$ cat config.mk
export PLATFORM = sky130hd
export DESIGN_NAME = optic_sense_ctrl
export DESIGN_NICKNAME = d
export VERILOG_FILES = /design/src/rtl/optic_sense_pkg.sv /design/src/rtl/optic_sense_datapath.sv /design/src/rtl/optic_sense_control.sv /design/src/rtl/optic_sense_ctrl.sv
export SDC_FILE = /design/constraint.sdc
export NUM_CORES = 1
export LEC_CHECK = 0
export CELL_PAD_IN_SITES_DETAIL_PLACEMENT = 1
export CELL_PAD_IN_SITES_GLOBAL_PLACEMENT = 2
export CORE_ASPECT_RATIO = 0.7
export CORE_MARGIN = 1.5
export CORE_UTILIZATION = 36
export CTS_CLUSTER_SIZE = 10
export DETAILED_ROUTE_END_ITERATION = 8
export DONT_BUFFER_PORTS = 1
export GPL_TIMING_DRIVEN = 0
export PLACE_DENSITY = 0.76
export SYNTH_ARGS = -nofsm -noshare
export SYNTH_HDL_FRONTEND = slang
export SYNTH_SLANG_ARGS = --single-unit
$ cat constraint.sdc
create_clock -name clk -period 2.2 [get_ports clk]
set_clock_uncertainty 0.05 [all_clocks]
set_input_delay 0.22 -clock clk [delete_from_list [all_inputs] [get_ports clk]]
set_output_delay 0.22 -clock clk [all_outputs]
set_load 0.05 [all_outputs]
$ cat src/rtl/optic_sense_pkg.sv
package optic_sense_pkg;

  typedef enum logic [1:0] {
    OP_REFRESH,
    OP_WRITE,
    OP_READ
  } accOp_t;

  typedef enum logic [2:0] {
    ST_IDLE,
    ST_PRECHG,
    ST_ROWSET,
    ST_RASHOLD,
    ST_COLSET,
    ST_CASHOLD,
    ST_RELEASE
  } accState_t;

  typedef enum logic [2:0] {
    PH_IDLE,
    PH_FILL,
    PH_EXPOSE,
    PH_READOUT,
    PH_DONE
  } phase_t;

  // strobes from control to datapath
  typedef struct packed {
    logic loadExp;
    logic expTick;
    logic refAck;
    logic refRowClear;
    logic refRowStep;
    logic posClear;
    logic posStep;
    logic useRefRow;
    logic useCol;
    logic sample;
  } dpStrobe_t;

endpackage

$ cat src/rtl/optic_sense_datapath.sv
module optic_sense_datapath
  import optic_sense_pkg::*;
#(
  parameter int IMG_ROWS       = 128,
  parameter int IMG_COLS       = 256,
  parameter int ADDR_W         = 8,
  parameter int EXP_W          = 24,
  parameter int REFRESH_CYCLES = 130000
) (
  input  logic                        clk,
  input  logic                        rstN,
  input  dpStrobe_t                   stb,
  input  logic [EXP_W-1:0]            exposeCycles,
  input  logic                        dout,
  output logic [ADDR_W-1:0]           addr,
  output logic                        refPending,
  output logic                        expDone,
  output logic                        posLast,
  output logic                        refRowLast,
  output logic                        pixValid,
  output logic                        pixLit,
  output logic [$clog2(IMG_ROWS)-1:0] pixRow,
  output logic [$clog2(IMG_COLS)-1:0] pixCol
);

  localparam int ROW_W = $clog2(IMG_ROWS);
  localparam int COL_W = $clog2(IMG_COLS);
  localparam int REF_W = $clog2(REFRESH_CYCLES);
  localparam logic [ROW_W-1:0] ROW_LAST = ROW_W'(IMG_ROWS - 1);
  localparam logic [COL_W-1:0] COL_LAST = COL_W'(IMG_COLS - 1);
  localparam logic [REF_W-1:0] REF_LAST = REF_W'(REFRESH_CYCLES - 1);

  logic [REF_W-1:0] refTimer;
  logic [EXP_W-1:0] expCnt;
  logic [ROW_W-1:0] refRow;
  logic [ROW_W-1:0] rowCnt;
  logic [COL_W-1:0] colCnt;
  logic             refTick;

  assign refTick = (refTimer == REF_LAST);

  // free-running refresh period timer
  always_ff @(posedge clk or negedge rstN) begin
    if (!rstN) begin
      refTimer   <= '0;
      refPending <= 1'b0;
    end else begin
      refTimer <= refTick ? '0 : refTimer + REF_W'(1);
      if (refTick)
        refPending <= 1'b1;
      else if (stb.refAck)
        refPending <= 1'b0;
    end
  end

  // exposure down-counter
  always_ff @(posedge clk or negedge rstN) begin
    if (!rstN)
      expCnt <= '0;
    else if (stb.loadExp)
      expCnt <= exposeCycles;
    else if (stb.expTick && expCnt != '0)
      expCnt <= expCnt - EXP_W'(1);
  end
  assign expDone = (expCnt == '0);

  // refresh row pointer
  always_ff @(posedge clk or negedge rstN) begin
    if (!rstN)
      refRow <= '0;
    else if (stb.refRowClear)
      refRow <= '0;
    else if (stb.refRowStep)
      refRow <= refRow + ROW_W'(1);
  end
  assign refRowLast = (refRow == ROW_LAST);

  // pixel position, column fastest
  always_ff @(posedge clk or negedge rstN) begin
    if (!rstN) begin
      rowCnt <= '0;
      colCnt <= '0;
    end else if (stb.posClear) begin
      rowCnt <= '0;
      colCnt <= '0;
    end else if (stb.posStep) begin
      if (colCnt == COL_LAST) begin
        colCnt <= '0;
        rowCnt <= rowCnt + ROW_W'(1);
      end else begin
        colCnt <= colCnt + COL_W'(1);
      end
    end
  end
  assign posLast = (rowCnt == ROW_LAST) && (colCnt == COL_LAST);

  // shared address bus
  always_comb begin
    if (stb.useCol)
      addr = ADDR_W'(colCnt);
    else if (stb.useRefRow)
      addr = ADDR_W'(refRow);
    else
      addr = ADDR_W'(rowCnt);
  end

  // pixel output register
  always_ff @(posedge clk or negedge rstN) begin
    if (!rstN) begin
      pixValid <= 1'b0;
      pixLit   <= 1'b0;
      pixRow   <= '0;
      pixCol   <= '0;
    end else begin
      pixValid <= stb.sample;
      if (stb.sample) begin
        pixLit <= ~dout;
        pixRow <= rowCnt;
        pixCol <= colCnt;
      end
    end
  end

endmodule

$ cat src/rtl/optic_sense_control.sv
module optic_sense_control
  import optic_sense_pkg::*;
#(
  parameter int T_RP  = 2,
  parameter int T_RCD = 2,
  parameter int T_CAS = 2
) (
  input  logic      clk,
  input  logic      rstN,
  input  logic      captureReq,
  input  logic      refPending,
  input  logic      expDone,
  input  logic      posLast,
  input  logic      refRowLast,
  output dpStrobe_t stb,
  output logic      rasN,
  output logic      casN,
  output logic      weN,
  output logic      din,
  output logic      busy,
  output logic      frameDone
);

  localparam int WAIT_W = $clog2(T_RP + T_RCD + T_CAS + 1);
  localparam logic [WAIT_W-1:0] W_PRE   = WAIT_W'(T_RP - 1);
  localparam logic [WAIT_W-1:0] W_RCD   = WAIT_W'(T_RCD - 1);
  localparam logic [WAIT_W-1:0] W_REFHD = WAIT_W'(T_RCD + T_CAS - 1);
  localparam logic [WAIT_W-1:0] W_CAS   = WAIT_W'(T_CAS - 1);

  phase_t            phase, phaseNext;
  accState_t         accState, accNext;
  accOp_t            curOp, opNext;
  logic [WAIT_W-1:0] waitCnt, waitNext;
  logic              capPending, capNext;
  logic              waitZero;

  assign waitZero = (waitCnt == '0);

  always_comb begin
    phaseNext = phase;
    accNext   = accState;
    opNext    = curOp;
    waitNext  = waitCnt;
    capNext   = capPending;
    stb       = '0;
    stb.useRefRow = (curOp == OP_REFRESH);
    stb.useCol    = accState inside {ST_COLSET, ST_CASHOLD, ST_RELEASE};

    if (captureReq && phase == PH_IDLE)
      capNext = 1'b1;

    if (phase == PH_EXPOSE) begin
      if (expDone) begin
        phaseNext    = PH_READOUT;
        stb.posClear = 1'b1;
      end else begin
        stb.expTick = 1'b1;
      end
    end
    if (phase == PH_DONE)
      phaseNext = PH_IDLE;

    unique case (accState)
      ST_IDLE: begin
        if (refPending && phase != PH_EXPOSE) begin
          stb.refAck      = 1'b1;
          stb.refRowClear = 1'b1;
          opNext          = OP_REFRESH;
          accNext         = ST_PRECHG;
          waitNext        = W_PRE;
        end else if (phase == PH_IDLE && capPending) begin
          phaseNext    = PH_FILL;
          capNext      = 1'b0;
          stb.loadExp  = 1'b1;
          stb.posClear = 1'b1;
        end else if (phase == PH_FILL) begin
          opNext   = OP_WRITE;
          accNext  = ST_PRECHG;
          waitNext = W_PRE;
        end else if (phase == PH_READOUT) begin
          opNext   = OP_READ;
          accNext  = ST_PRECHG;
          waitNext = W_PRE;
        end
      end
      ST_PRECHG: begin
        if (waitZero) accNext = ST_ROWSET;
        else          waitNext = waitCnt - WAIT_W'(1);
      end
      ST_ROWSET: begin
        accNext  = ST_RASHOLD;
        waitNext = (curOp == OP_REFRESH) ? W_REFHD : W_RCD;
      end
      ST_RASHOLD: begin
        if (waitZero) accNext = (curOp == OP_REFRESH) ? ST_RELEASE : ST_COLSET;
        else          waitNext = waitCnt - WAIT_W'(1);
      end
      ST_COLSET: begin
        accNext  = ST_CASHOLD;
        waitNext = W_CAS;
      end
      ST_CASHOLD: begin
        if (waitZero) begin
          stb.sample = (curOp == OP_READ);
          accNext    = ST_RELEASE;
        end else begin
          waitNext = waitCnt - WAIT_W'(1);
        end
      end
      ST_RELEASE: begin
        if (curOp == OP_REFRESH) begin
          if (refRowLast) begin
            accNext = ST_IDLE;
          end else begin
            stb.refRowStep = 1'b1;
            accNext        = ST_PRECHG;
            waitNext       = W_PRE;
          end
        end else begin
          stb.posStep = 1'b1;
          accNext     = ST_IDLE;
          if (posLast)
            phaseNext = (curOp == OP_WRITE) ? PH_EXPOSE : PH_DONE;
        end
      end
      default: accNext = ST_IDLE;
    endcase
  end

  always_ff @(posedge clk or negedge rstN) begin
    if (!rstN) begin
      phase      <= PH_IDLE;
      accState   <= ST_IDLE;
      curOp      <= OP_REFRESH;
      waitCnt    <= '0;
      capPending <= 1'b0;
    end else begin
      phase      <= phaseNext;
      accState   <= accNext;
      curOp      <= opNext;
      waitCnt    <= waitNext;
      capPending <= capNext;
    end
  end

  // pin decode straight from state registers
  always_comb begin
    rasN      = !(accState inside {ST_RASHOLD, ST_COLSET, ST_CASHOLD});
    casN      = (accState != ST_CASHOLD);
    din       = (curOp == OP_WRITE) && (accState inside {ST_COLSET, ST_CASHOLD});
    weN       = !din;
    busy      = (phase != PH_IDLE);
    frameDone = (phase == PH_DONE);
  end

endmodule

$ cat src/rtl/optic_sense_ctrl.sv
module optic_sense_ctrl
  import optic_sense_pkg::*;
#(
  parameter int IMG_ROWS       = 128,
  parameter int IMG_COLS       = 256,
  parameter int ADDR_W         = 8,
  parameter int EXP_W          = 24,
  parameter int REFRESH_CYCLES = 130000,
  parameter int T_RP           = 2,
  parameter int T_RCD          = 2,
  parameter int T_CAS          = 2
) (
  input  logic                        clk,
  input  logic                        rstN,
  input  logic                        captureReq,
  input  logic [EXP_W-1:0]            exposeCycles,
  output logic [ADDR_W-1:0]           addr,
  output logic                        rasN,
  output logic                        casN,
  output logic                        weN,
  output logic                        din,
  input  logic                        dout,
  output logic                        busy,
  output logic                        frameDone,
  output logic                        pixValid,
  output logic                        pixLit,
  output logic [$clog2(IMG_ROWS)-1:0] pixRow,
  output logic [$clog2(IMG_COLS)-1:0] pixCol
);

  dpStrobe_t stb;
  logic      refPending;
  logic      expDone;
  logic      posLast;
  logic      refRowLast;

  optic_sense_control #(
    .T_RP (T_RP),
    .T_RCD(T_RCD),
    .T_CAS(T_CAS)
  ) u_ctrl (
    .clk       (clk),
    .rstN      (rstN),
    .captureReq(captureReq),
    .refPending(refPending),
    .expDone   (expDone),
    .posLast   (posLast),
    .refRowLast(refRowLast),
    .stb       (stb),
    .rasN      (rasN),
    .casN      (casN),
    .weN       (weN),
    .din       (din),
    .busy      (busy),
    .frameDone (frameDone)
  );

  optic_sense_datapath #(
    .IMG_ROWS      (IMG_ROWS),
    .IMG_COLS      (IMG_COLS),
    .ADDR_W        (ADDR_W),
    .EXP_W         (EXP_W),
    .REFRESH_CYCLES(REFRESH_CYCLES)
  ) u_dp (
    .clk         (clk),
    .rstN        (rstN),
    .stb         (stb),
    .exposeCycles(exposeCycles),
    .dout        (dout),
    .addr        (addr),
    .refPending  (refPending),
    .expDone     (expDone),
    .posLast     (posLast),
    .refRowLast  (refRowLast),
    .pixValid    (pixValid),
    .pixLit      (pixLit),
    .pixRow      (pixRow),
    .pixCol      (pixCol)
  );

endmodule

==> results of run 1 <==
==> cell families (layout without fill, tap and decap cells) <==
family                     Yosys count  in the layout  synth area share (%)
buffers and inverters               28             96                  2.23
and+or+nand+nor                    231            231                  24.9
AOI/OAI and AO/OA                   80             80                  10.2
DFF                                 93             93                  48.2
adders and majority gates            7              7                  1.81
xor gates and xnor gates            38             38                  6.89
muxes                               26             26                  5.80
==> cells in the final DEF, fill, tap and decap left out, types with 4 or more instances in the layout <==
cell type      netlist  final
inv_1               12     11
mux2_2              16     16
nand3_1             21     19
and3_1               8      7
nand2_1             51     49
xnor2_1             16     16
buf_4                0     25
dfrtp_1             93     88
clkbuf_4             0      4
nor2b_1              6      4
buf_6                0      5
nor2_1              58     56
o21ai_0             35     27
clkbuf_16            0      9
or3_1               11     11
a31oi_1             10     10
o21ai_4              0      7
nor4_1               8      4
mux2i_1             10     10
o211ai_1             4      4
dfrtp_2              0      5
or2_2                5      5
or4_4                2      4
nor3_1              12      7
or4_1                6      5
nand2b_1             4      4
ha_1                 7      7
a21oi_1             11      8
nand4_1             14     14
xor2_1              22     22
dlygate4sd3_1        0     24
==> flip-flops by register name, summed over array words and instances (netlist names) <==
name	cells
u_dp.expCnt	24
u_dp.refTimer	17
u_dp.colCnt	8
u_dp.pixCol	8
u_dp.pixRow	7
u_dp.refRow	7
u_dp.rowCnt	7
u_ctrl.accState	3
u_ctrl.phase	3
u_ctrl.waitCnt	3
u_ctrl.curOp	2
u_ctrl.capPending	1
u_dp.pixLit	1
u_dp.pixValid	1
u_dp.refPending	1
==> layer usage <==
metal  global-route usage, %  vias up  part of all wire [%]
met2                    32.5       63                    46
li1                        -     1928                     -
met5                       0        -                     0
met3                    4.44        9                   3.7
met1                    29.0     2093                    49
met4                    4.36        0                  0.79
==> repair_timing <==
action                     in CTS  in global routing
resized for setup              61                 33
buffers inserted               24                  5
setup endpoints to repair      68                 69
pin swaps                      13                  5
hold endpoints to repair      117                 93
==> metrics by stage <==
| stage | setup WS [ns] | power (mW) | area, µm² | hold WS (ns) |
|---|---|---|---|---|
| 2_1_floorplan | -0.0910 | 3.24 | 4870 | -0.126 |
| 3_3_place_gp | -0.990 | 3.50 | 5070 | -0.123 |
| 3_5_place_dp | -1.08 | 3.59 | 5080 | -0.122 |
| 4_1_cts | -0.240 | 5.61 | 6080 | -0.501 |
| 5_1_grt | -0.281 | 6.00 | 6200 | -0.503 |
| 6_report | -0.236 | 5.69 | 6200 | -0.489 |
==> worst max path at each step <==
| stage | from | to | slack [ns] | cells after the start |
|---|---|---|---|---|
| finish | u_dp.expCnt[8] | u_dp.expCnt[15] | -0.24 | 5 |
| global route | u_dp.expCnt[8] | u_dp.expCnt[15] | -0.28 | 5 |
| CTS | u_dp.expCnt[8] | u_dp.expCnt[15] | -0.24 | 5 |
| detailed placement | u_dp.expCnt[8] | u_dp.colCnt[3] | -1.08 | 5 |
| global placement | u_dp.expCnt[8] | u_dp.rowCnt[4] | -0.99 | 5 |
| floorplan | u_dp.expCnt[11] | u_dp.expCnt[17] | -0.09 | 5 |
==> power by group <==
part	leakage [nW]	switching (mW)	total, mW	internal [mW]
Combinational	1.25	0.943	1.72	0.778
Sequential	1.19	0.396	2.41	2.02
Clock	0.145	0.762	1.56	0.797
Total	2.59	2.10	5.69	3.59
==> area by class of cell <==
cell class / count / area (µm²) / area share [%]
plain buffers: 15 / 108 / 1.74
clock inverters: 7 / 62.6 / 1.01
flip-flops and latches: 93 / 2330 / 37.7
well taps: 166 / 208 / 3.35
multi-input cells: 382 / 2720 / 43.8
clock buffers: 9 / 225 / 3.63
repair buffers: 53 / 494 / 7.98
inverters: 12 / 48.8 / 0.788
==> critical path, cell delays in order (launching register included) <==
cell     delay, ns
dfrtp_2       0.43
or4_4         0.55
or3_4         0.36
or4_4         0.49
or3_1         0.32
a31oi_1       0.16
==> results.toml, run 1 <==
[global_routing]
grt_overflow = 0
grt_pass1_wl_mm = 22.6
grt_usage_pct = 20.5
antenna_found_initial = 0
grt_max_degree = 94
first_global_vias = 4270

[synth]
synthCells = 503
ys_async_sr_fraction_pct = 100
synth.most_common_cell = "dfrtp_1"
synth.yosys.warnings = 0
ys.flop_type = "dfrtp_1"
synth_area_leaders = "dfrtp_1 48%, nor2_1 4.5%, xor2_1 4.0%"
ys_seq_elements = 93
synth_nets = 538
netlist.area_leader.share_pct = 48.2
synth-edff-count = 0
synth-seq-area-share_pct = 48.2
synth.cell_area_mm2 = 0.00483
yosysUniqueCellTypes = 51
postSynthAreaPerCell_um2 = 9.61
netlist_top_cells_count = "93 x dfrtp_1, 58 x nor2_1, 51 x nand2_1, 35 x o21ai_0, 22 x xor2_1"
netlist.top_cell.by_area = "dfrtp_1"

[sta]
setup_violations = 10
period_share_pct = 111
finalHoldViolCount = 93
fin_setup_tns_ns = -0.621
worst_pin_slew_ns = 0.911
timing.hold.ws_ns = -0.489
grt_setup_unrepaired = "yes"
min_period_ns = 2.44
relSlewSlack_pct = 39.0
layout_setup_ws_ns = -0.236
drv_slew = 0
timing.fmax_mhz = 410

[floorplanning]
die_w_um = 141
fp.dieH_um = 99.9
ios = 59
die-area_mm2 = 0.0141
start_util_pct = 36.8
core-area_mm2 = 0.0131
core.rowCount = 35

[power]
p_per_area_mw_per_mm2 = 919
ir_drop_mv = 0.354
p_leak_nw = 2.59

[cts]
clockBufferDepth = 2
clk_latency_ns = 0.35
cts_buffers = 9
cts_num_sinks = 93
clk_pin_slew_ns = 0.07
ctsHoldBuffers = 24
cts-root-buf = "clkbuf_16"
h-tree-depth = 3
tritoncts = "built"

[worst_setup_path]
r2r_slack_ns = -0.24
worstPathRequired_ns = 2.42
r2r-start = "u_dp.expCnt[8]"
cp-end-kind = "flop"
worstSetupPathType = "flop to flop"
r2r_end = "u_dp.expCnt[15]"
r2r_cells = 5
path_max_fanout = 3
worst_setup_path_start_kind = "flop"
arrival_ns = 2.66

[final_layout]
layout.nets = 601
n_fill_cell = 1484
fin_util_pct = 47.2
drive_above_1_share_pct = 23.1
num_antenna_cells = 0
area_growth_pct = 28.2
fin_cells = 737

[drt]
drc = 0
wl_per_cell_um = 18.9
drt_iter0_markers = 139
vias = 4093
ant_nets = 0
viasPerCell = 5.55
dr.pass1.iters = 4
totalWireLength_mm = 13.9

[outcome]
violations = "hold timing, setup timing"
status = "finished, violations left"

[placed_design]
gp_congestion = 0.801
port_buffers = 0
dp_hpwl_mm = 9.09
dpl.cell_count = 669

[run]
drv_cap = 0

[hold_path]
hold_class = "input pin to async pin"
Power figures use the tool's default switching activity.
==> run 2: changes to the inputs <==
--- a/config.mk
+++ b/config.mk
@@ -8,7 +8,7 @@
 export CELL_PAD_IN_SITES_DETAIL_PLACEMENT = 1
 export CELL_PAD_IN_SITES_GLOBAL_PLACEMENT = 2
 export CORE_ASPECT_RATIO = 0.7
-export CORE_MARGIN = 1.5
+export CORE_MARGIN = 2
 export CORE_UTILIZATION = 36
 export CTS_CLUSTER_SIZE = 10
 export DETAILED_ROUTE_END_ITERATION = 8
@@ -17,4 +17,5 @@
 export PLACE_DENSITY = 0.76
 export SYNTH_ARGS = -nofsm -noshare
 export SYNTH_HDL_FRONTEND = slang
+export SYNTH_HIERARCHICAL = 1
 export SYNTH_SLANG_ARGS = --single-unit
==> run 2 against run 1 <==
The run still ends with hold timing, setup timing left. Critical path type unchanged. Critical path depth rose by 6. Cell count rose by 3.9%. Largest power group unchanged. Sequential power fell by 27%. Flip-flop and latch count did not move. Area after synthesis rose by 1.5%. First-iteration DRC count rose by 52%. Die area rose by 3.2%. Via count rose by 1.4%. Wire length rose by 6.4%. Synthesized cell count fell by 0.20%. Worst hold slack barely moved. Core utilization rose by 3.7 points. Critical endpoint is now u_dp/colCnt[7].
==> results.toml, run 2 <==
[final_layout]
largest_reg_flops = 24
num_antenna_cells = 0
regMostFlops = "u_dp/expCnt"
layout.nets = 612
n_fill_cell = 1452
layout_common_cells = "92 x dfrtp_1, 53 x nand2_1, 29 x nor2_1, 29 x buf_4, 25 x dlygate4sd3_1"
fin_cells = 766
layout_commonest_cell = "dfrtp_1"
area_growth_pct = 37.3
seqCellArea_mm2 = 0.00233
top_regs = "u_dp/expCnt (24), u_dp/refTimer (17)"
drive_above_1_share_pct = 30.6
multi_input_area_mm2 = 0.00304

[sta]
layout_setup_ws_ns = -0.667
period_share_pct = 130
relSlewSlack_pct = 42.6
finalHoldViolCount = 93
grt_setup_unrepaired = "yes"
min_period_ns = 2.87
timing.hold.ws_ns = -0.489
setup_violations = 41
timing.fmax_mhz = 349
drv_slew = 0
worst_pin_slew_ns = 0.858

[synth]
synth-seq-area-share_pct = 47.4
ys_async_sr_fraction_pct = 100
synth.most_common_cell = "dfrtp_1"
synth.cell_area_mm2 = 0.00490
synth_area_leaders = "dfrtp_1 47%, mux2_2 4.4%, o21ai_0 4.3%"
postSynthAreaPerCell_um2 = 9.77
netlist.top_cell.by_area = "dfrtp_1"
ys.flop_type = "dfrtp_1"
synthCells = 502
synth_nets = 538
netlist_top_cells_count = "93 x dfrtp_1, 55 x nand2_1, 44 x nor2_1, 42 x o21ai_0, 22 x xor2_1"
synth-edff-count = 0
synth.yosys.warnings = 6
ys_seq_elements = 93
netlist.area_leader.share_pct = 47.4
yosysUniqueCellTypes = 61

[power]
internal_power_mw = 2.71
p_sw_share_pct = 22.9
p_leak_nw = 2.67
p_per_area_mw_per_mm2 = 523
switching_power_uw = 808
p_clk_share_pct = 46.7
comb_power_share_pct = 3.3
power_mw = 3.52
p_seq_share_pct = 49.9
ir_drop_mv = 0.328

[floorplanning]
start_util_pct = 37.1
die-area_mm2 = 0.0146
core-area_mm2 = 0.0132
ios = 59
core.rowCount = 35
fp.dieH_um = 102
die_w_um = 144

[drt]
drt_iter0_markers = 211
ant_nets = 0
wl_per_cell_um = 19.4
drc = 0
vias = 4150
viasPerCell = 5.42
totalWireLength_mm = 14.8
dr.pass1.iters = 4

[global_routing]
use_met1_pct = 29.4
grt_usage_pct = 20.1
grt_overflow = 0
gr-usage-met3_pct = 4.63
grt_max_degree = 94
met2_usage_pct = 29.9
antenna_found_initial = 0
first_global_vias = 4184
grt_pass1_wl_mm = 22.8
top_usage_layer = "met2"

[placed_design]
dpl.cell_count = 687
gp_congestion = 0.824
dp_hpwl_mm = 8.94
port_buffers = 0

[worst_setup_path]
r2r_end = "u_dp/colCnt[7]"
r2r_cells = 11
worstPathRequired_ns = 2.39
worstSetupPathType = "flop to flop"
arrival_ns = 3.06
path_max_fanout = 5
r2r_slack_ns = -0.67
r2r-start = "u_dp/expCnt[20]"
worst_setup_path_start_kind = "flop"
cp-end-kind = "flop"

[cts]
tritoncts = "built"
cts-root-buf = "clkbuf_16"
h-tree-depth = 3
clk_pin_slew_ns = 0.07
clockBufferDepth = 2
clk_latency_ns = 0.35
cts_num_sinks = 93
cts_buffers = 9
ctsHoldBuffers = 25

[outcome]
violations = "hold timing, setup timing"
status = "finished, violations left"

[run]
drv_cap = 0

[hold_path]
hold_class = "input pin to async pin"
==> run 2: cell types whose count changed in the layout (fill, tap and decap cells not counted), moves of 5 or more <==
cell,delta
nor4_4,+5
nand4_1,-5
nand3_1,-8
nor2_1,-27
o21ai_0,-14
or4_1,-5
a31oi_1,-9
nor2_2,+9
buf_6,+6
o21ai_1,+22
==> run 2: metrics by stage <==
stage | setup TNS [ns] | hold slack [ns] | setup slack [ns] | instance area [µm²] | util, %
after floorplan | -14.60 | -0.126 | -0.686 | 4950 | -
after global placement | -42.59 | -0.123 | -1.26 | 5180 | 39.2
after detailed placement | -46.76 | -0.124 | -1.24 | 5190 | 39.2
after CTS | -16.93 | -0.504 | -0.648 | 6390 | 48.3
after global routing | -23.19 | -0.515 | -0.770 | 6730 | 50.9
final | -20.07 | -0.489 | -0.667 | 6730 | 50.9
==> run 2: metal layers <==
layer,routed length [µm],vias to the layer above
met5,0,-
met4,113,0
met3,653,10
met2,6800,88
met1,7270,2121
li1,-,1931
==> run 2: worst max-delay path, stage by stage, from the launching register on <==
cell and delay [ns]:
dfrtp_1 0.45, or3_4 0.46, or4_4 0.57, nor2_4 0.12
and2_4 0.17, a31oi_4 0.04, nor3_4 0.31, o21ai_2 0.11
nor3_1 0.14, o21ai_1 0.09, a22oi_1 0.18, nor2_1 0.06
==> run 2: layout make-up <==
type | count | share of cell area, %
Tap cell | 185 | 3.44
Buffer | 16 | 1.95
Clock inverter | 7 | 1.34
Clock buffer | 9 | 3.35
Multi-Input combinational cell | 375 | 45.2
Sequential cell | 93 | 34.6
Timing Repair Buffer | 64 | 9.12
Inverter | 17 | 1.04
==> run 2: cells by family after synthesis <==
family | Yosys count | synth area share, %
compound gates | 86 | 11.4
mux | 32 | 7.04
flops | 93 | 47.4
buf+inv | 34 | 3.16
simple gates | 206 | 21.3
xor+xnor | 43 | 7.68
fa+ha+maj | 8 | 2.04
==> run 2: worst max path at each step <==
stage / start / to / slack, ns / cells past startpoint
after global placement: u_dp/expCnt[2] / u_dp/colCnt[5] / -1.26 / 11
after detailed placement: u_dp/expCnt[2] / u_dp/colCnt[5] / -1.24 / 11
final: u_dp/expCnt[20] / u_dp/colCnt[7] / -0.67 / 11
after global routing: u_dp/expCnt[1] / u_dp/colCnt[5] / -0.77 / 13
after floorplan: u_dp/expCnt[0] / u_dp/colCnt[7] / -0.69 / 14
after CTS: u_dp/expCnt[17] / u_dp/colCnt[5] / -0.65 / 11
==> run 2: timing repair <==
| action | in CTS | in global routing |
|---|---|---|
| pin swaps | 20 | 21 |
| endpoints found under the setup margin | 82 | 72 |
| setup buffers | 30 | 9 |
| gates cloned | 0 | 1 |
| gates resized for setup | 106 | 56 |
| hold endpoints to repair | 118 | 93 |
==> run 2: power groups by stage <==
stage / Combinational, mW / Sequential [mW] / Clock [mW]
6_report: 0.117 / 1.76 / 1.65
5_1_grt: 0.126 / 1.76 / 1.78
2_1_floorplan: 0.0387 / 1.78 / 0
3_3_place_gp: 0.0446 / 1.79 / 0
3_5_place_dp: 0.0470 / 1.79 / 0
4_1_cts: 0.106 / 1.75 / 1.71
